==> config.mk <==
export PLATFORM = sky130hd
export DESIGN_NAME = prio_irq_hub
export DESIGN_NICKNAME = d
export VERILOG_FILES = /design/src/rtl/irqc_pkg.sv /design/src/rtl/irqc_req_latch.sv /design/src/rtl/irqc_prio_pick.sv /design/src/rtl/irqc_regs.sv /design/src/rtl/prio_irq_hub.sv
export SDC_FILE = /design/constraint.sdc
export NUM_CORES = 1
export LEC_CHECK = 0
export ABC_AREA = 1
export BUFFER_PORTS_ARGS = -buffer_cell sky130_fd_sc_hd__clkbuf_2
export CAP_MARGIN = 15
export CORE_MARGIN = 2
export CORE_UTILIZATION = 48
export CTS_BUF_LIST = sky130_fd_sc_hd__clkbuf_8
export DETAILED_ROUTE_END_ITERATION = 8
export GPL_TIMING_DRIVEN = 0
export PLACE_DENSITY_LB_ADDON = 0.3
export SYNTH_ARGS = -nofsm -noshare
export SYNTH_HDL_FRONTEND = slang
export SYNTH_SLANG_ARGS = --single-unit
export TNS_END_PERCENT = 10
==> constraint.sdc <==
create_clock -name clk -period 1.8 [get_ports clk]
set_input_delay 0.27 -clock clk [delete_from_list [all_inputs] [get_ports clk]]
set_output_delay 0.27 -clock clk [all_outputs]
set_load 0.05 [all_outputs]
==> src/rtl/irqc_pkg.sv <==
// Shared definitions for the eight-line interrupt controller.
// Assumes a single register-select bit and byte-wide register data.
package irqc_pkg;
    localparam int unsigned LINES_DEF = 8;
    localparam int unsigned DATA_W    = 8;

    typedef enum logic {
        SEL_CMD  = 1'b0,
        SEL_MASK = 1'b1
    } reg_sel_e;
endpackage

==> src/rtl/irqc_req_latch.sv <==
// Rising-edge request capture, one slice per line.
// Assumes request lines are already synchronous to clk.
// A clear and a fresh edge on the same line in the same cycle leave the line pending.
module irqc_req_latch #(
    parameter int unsigned N = 8
) (
    input  logic         clk,
    input  logic         rst_n,
    input  logic [N-1:0] req_in,
    input  logic [N-1:0] clr_vec,
    output logic [N-1:0] pend_out
);
    logic [N-1:0] prev_q;
    logic [N-1:0] pend_q;

    for (genvar g = 0; g < N; g++) begin : g_line
        // Remember the last level and hold the pending flag of this line.
        always_ff @(posedge clk) begin
            if (!rst_n) begin
                prev_q[g] <= 1'b0;
                pend_q[g] <= 1'b0;
            end else begin
                prev_q[g] <= req_in[g];
                pend_q[g] <= (pend_q[g] & ~clr_vec[g]) | (req_in[g] & ~prev_q[g]);
            end
        end
    end

    assign pend_out = pend_q;
endmodule

==> src/rtl/irqc_prio_pick.sv <==
// Fixed-priority picker: the lowest set index wins.
// Purely combinational; gives the index and a one-hot copy of the winner.
module irqc_prio_pick #(
    parameter int unsigned N  = 8,
    parameter int unsigned IW = $clog2(N)
) (
    input  logic [N-1:0]  vec_in,
    output logic          any,
    output logic [IW-1:0] idx,
    output logic [N-1:0]  onehot
);
    // Scan from the top so that the lowest set index is written last.
    always_comb begin
        any    = 1'b0;
        idx    = '0;
        onehot = '0;
        for (int i = N - 1; i >= 0; i--) begin
            if (vec_in[i]) begin
                any    = 1'b1;
                idx    = IW'(i);
                onehot = N'(1) << i;
            end
        end
    end
endmodule

==> src/rtl/irqc_regs.sv <==
// Register port: mask register and decode of the end-of-interrupt command.
// Assumes single-cycle write strobes.
module irqc_regs #(
    parameter int unsigned N         = 8,
    parameter logic [N-1:0] MASK_RST = '1,
    parameter logic [N-1:0] EOI_CODE = N'(8'h20)
) (
    input  logic         clk,
    input  logic         rst_n,
    input  logic         wr,
    input  logic         sel,
    input  logic [N-1:0] wdata,
    output logic [N-1:0] mask_q,
    output logic         eoi_pulse
);
    import irqc_pkg::*;

    // Load the mask register on a write to the mask select.
    always_ff @(posedge clk) begin
        if (!rst_n) mask_q <= MASK_RST;
        else if (wr && sel == SEL_MASK) mask_q <= wdata;
    end

    // Recognise the end-of-interrupt code on the command select.
    always_comb eoi_pulse = wr && (sel == SEL_CMD) && (wdata == EOI_CODE);
endmodule

==> src/rtl/prio_irq_hub.sv <==
// Eight-line fixed-priority interrupt controller (top).
// Captures edges, masks, forwards the best request above the in-service level,
// returns base+index one cycle after acknowledge, and retires on end-of-interrupt.
// Assumes the processor acknowledges only while irq_out is high.
module prio_irq_hub #(
    parameter int unsigned  N        = irqc_pkg::LINES_DEF,
    parameter int unsigned  VEC_W    = irqc_pkg::DATA_W,
    parameter logic [7:0]   VEC_BASE = 8'h08,
    parameter logic [7:0]   EOI_CODE = 8'h20
) (
    input  logic         clk,
    input  logic         rst_n,
    input  logic [N-1:0] irq_req,
    input  logic         cpu_ack,
    input  logic         reg_wr,
    input  logic         reg_sel,
    input  logic [N-1:0] reg_wdata,
    output logic [N-1:0] reg_rdata,
    output logic         irq_out,
    output logic         vec_valid,
    output logic [VEC_W-1:0] vec_out
);
    localparam int unsigned IW = $clog2(N);

    logic [N-1:0]  pend;
    logic [N-1:0]  mask_q;
    logic [N-1:0]  insvc_q;
    logic [N-1:0]  eligible;
    logic          eoi_pulse;
    logic          win_any, isv_any;
    logic [IW-1:0] win_idx, isv_idx;
    logic [N-1:0]  win_oh, isv_oh;
    logic          take;

    irqc_regs #(.N(N), .MASK_RST('1), .EOI_CODE(N'(EOI_CODE))) u_regs (
        .clk(clk), .rst_n(rst_n), .wr(reg_wr), .sel(reg_sel),
        .wdata(reg_wdata), .mask_q(mask_q), .eoi_pulse(eoi_pulse)
    );

    irqc_req_latch #(.N(N)) u_latch (
        .clk(clk), .rst_n(rst_n), .req_in(irq_req),
        .clr_vec(take ? win_oh : '0), .pend_out(pend)
    );

    always_comb eligible = pend & ~mask_q;

    irqc_prio_pick #(.N(N), .IW(IW)) u_pick_req (
        .vec_in(eligible), .any(win_any), .idx(win_idx), .onehot(win_oh)
    );

    irqc_prio_pick #(.N(N), .IW(IW)) u_pick_isv (
        .vec_in(insvc_q), .any(isv_any), .idx(isv_idx), .onehot(isv_oh)
    );

    // Forward only when the best request outranks every in-service line.
    always_comb irq_out = win_any && (!isv_any || (win_idx < isv_idx));

    always_comb take = cpu_ack && irq_out;

    // Retire the top in-service line on EOI, then add the acknowledged one.
    always_ff @(posedge clk) begin
        if (!rst_n) insvc_q <= '0;
        else insvc_q <= (insvc_q & ~(eoi_pulse ? isv_oh : '0)) | (take ? win_oh : '0);
    end

    // Register the type number for the cycle after the acknowledge.
    always_ff @(posedge clk) begin
        if (!rst_n) begin
            vec_valid <= 1'b0;
            vec_out   <= '0;
        end else begin
            vec_valid <= take;
            if (take) vec_out <= VEC_W'(VEC_BASE) + VEC_W'(win_idx);
        end
    end

    // Read mux: in-service set on the command select, mask on the mask select.
    always_comb reg_rdata = reg_sel ? mask_q : insvc_q;
endmodule

==> impl_metrics.ini <==
[route]
wl_per_cell_microns = 11.2
drc = 0
ant_nets = 0
drt_first_pass_iters = 4
drtIter0Drc = 104
wirelength_microns = 4280
vias = 1832
vias_per_cell = 4.78

[placed_design]
gp_congestion = 0.881
dp_slack_ns = -0.526
dp_hpwl_microns = 3310
numPortBuffers = 33

[grt]
antenna_found_initial = 0
grt_start_max_net_pins = 11
grt_pass1_wl_microns = 6880
grt_usage_pct = 20.2
grt_pass1_vias = 1587
grt_overflow = 0

[yosys]
synth_area_leaders = dfxtp_1 (37%), nand2_1 (16%), inv_1 (8.1%)
yosys.area.top_type = dfxtp_1
ys_ff_latch = 37
synth_cell_type_count = 31
synth_top_area_share_pct = 37.4
syn-cell-area_sq_mm = 0.00198
yosysWarnings = 0
syn_inst = 286
synthAdderAreaFrac_pct = 1.26
synth_top_family_by_area = simple AND/OR/NAND/NOR gates
synth_xor_area_share_pct = 0
synth-compound-area-share_pct = 8.53
seq_area_frac_synth_pct = 37.4
yosys.area_share.simple_pct = 38.0
synth_mux_area_share_pct = 0.569
avgSynthCellArea_sq_um = 6.93

[clocking]
cts_buffers = 5
clkLatencyLatePin_ns = 0.28
clkSinkCount = 37
htreeDepth = 2
cts.path.max_buffers = 2
clk_pin_slew_worst_paths_ns = 0.06
cts_hold_buf = 0
cts_tree = built
root_buffer = clkbuf_8

[worst_setup_path]
cp_slowest_stage_delay_ns = 0.36
required_ns = 1.53
worstPathMaxFanout = 3
cp.arrival_ns = 1.93
path_cells = nor2_4 > inv_1 > nand2_2 > inv_1 > nand2_2 > a21oi_4 > ha_1 > nand2_2 > inv_1 > nand2_1 > nand2_2 > a21boi_4 > buf_8
reg2reg_slack_ns = -0.15
end_kind = output port
critPathKind = flip-flop to output port
crit_top_cell = nand2_2
critPathLaunchType = flip-flop
slowest_stage = dfxtp_4
worst-r2r-cell-count = 16

[sta]
worst_slack_ns = -0.402
rsz0062_at_grt = yes
period_share_pct = 122
maxSlewViolCount = 0
slew_headroom_pct = 65.7
worstMarginPinSlew_ns = 0.510
min_period_ns = 2.20
setup_viol = 20
whs_ns = 0.180
fmax_mhz = 454
hold_viol = 0
finClkSkew_ns = 0.00526

[floorplanning]
rows = 23
start_util_pct = 49.9
core_sq_mm = 0.00397
die_h_microns = 68.2
dieArea_sq_mm = 0.00466
die_w_microns = 68.2
io_pins = 39

[finish]
finalNetCount = 356
area_growth_pct = 26.7
final_util_pct = 63.2
drive_above_1_share_pct = 35.4
diodes = 0

[power]
power.leakage_uw = 0.00138
power.density_mw_per_mm2 = 808
power_uw = 2030
ir_drop_mv = 0.582

[run_status]
status = complete, but fails checks
violations = negative setup slack

[min_path]
hold_depth = 3
min_path_type = input pin to flip-flop

[job]
cap_viol_max_count = 0
==> final timing paths <==
kind | end | startpoint
max | irq_out | u_regs.mask_q[5]$_SDFFE_PN1P_
min reg2reg | vec_out[3]$_SDFFE_PN0P_ | vec_out[3]$_SDFFE_PN0P_
min | u_latch.prev_q[6]$_SDFF_PN0_ | irq_req[6]
max reg2reg | u_latch.pend_out[5]$_SDFF_PN0_ | u_regs.mask_q[5]$_SDFFE_PN1P_
==> cell families (layout without fill, tap and decap cells) <==
group	after synthesis	after routing
adders and majority gates	2	2
DFF	37	37
buffers and inverters	64	108
muxes	1	1
other	1	4
AOI/OAI and AO/OA	30	30
and+or+nand+nor	151	151
==> critical path, delay by kind of cell, from the launching register on <==
kind / cells / cell delay [ns]
DFF: 1 / 0.36
adders and majority gates: 1 / 0.31
AOI/OAI and AO/OA: 2 / 0.21
buffers and inverters: 4 / 0.31
and+or+nand+nor: 6 / 0.48
==> where the power goes <==
part	total [uW]	switching (uW)	internal (uW)
Sequential	913	39.1	874
Combinational	552	367	185
Clock	562	264	298
Total	2030	670	1360
==> placed cells by master (no fill, tap or decap), types with 8 or more instances in the layout <==
| cell type | netlist | layout |
|---|---|---|
| or2_2 | 8 | 8 |
| nand2_1 | 87 | 79 |
| nor2_1 | 15 | 12 |
| o21ai_0 | 11 | 10 |
| dfxtp_1 | 37 | 30 |
| inv_1 | 43 | 40 |
| inv_2 | 7 | 11 |
| clkbuf_2 | 0 | 32 |
| buf_4 | 4 | 8 |
| nand3_1 | 14 | 14 |
==> routing by layer <==
layer | vias to the layer above | wire (microns) | GRT usage, %
met1 | 804 | 1920 | 24.2
met3 | 6 | 198 | 6.09
met4 | 0 | 67 | 8.00
met2 | 39 | 2090 | 33.7
met5 | - | 0 | 0
li1 | 983 | - | -
==> synthesized netlist by cell type (all sizes together) <==
library cell,number
conb,1
nand4,13
nor2,17
dfxtp,37
mux2,1
o31ai,1
inv,50
nand2,92
or2,8
o21ai,13
o211ai,4
nand3,14
ha,2
a21oi,11
nor4,3
clkinv,1
clkbuf,3
a21boi,1
buf,10
nor3,4
==> metrics by stage <==
stage,TNS (ns),cells,instance area (sq um)
detailed placement,-8.76,372,2230
floorplan,-1.90,289,2000
finish,-2.31,383,2510
global placement,-7.75,372,2230
global route,-4.93,383,2510
CTS,-3.49,382,2410
==> state kept, by name, summed over array words and instances (netlist names) <==
signal / count
u_regs.mask_q: 8
vec_valid: 1
u_latch.pend_out: 8
insvc_q: 8
vec_out: 4
u_latch.prev_q: 8
==> timing repair <==
action	4_1_cts	5_1_grt
buffers inserted	3	1
pin swaps	11	8
setup endpoints to repair	22	22
resized for setup	23	23
==> cell type report <==
type / count / area (sq um)
multi-input combinational: 188 / 1120
clock inverter: 1 / 3.75
tap: 50 / 62.6
sequential: 37 / 752
fill: 365 / 1460
timing repair buffer: 37 / 205
clock buffer: 6 / 82.6
buffer: 13 / 86.3
inverter: 51 / 191
Power figures use the tool's default switching activity.
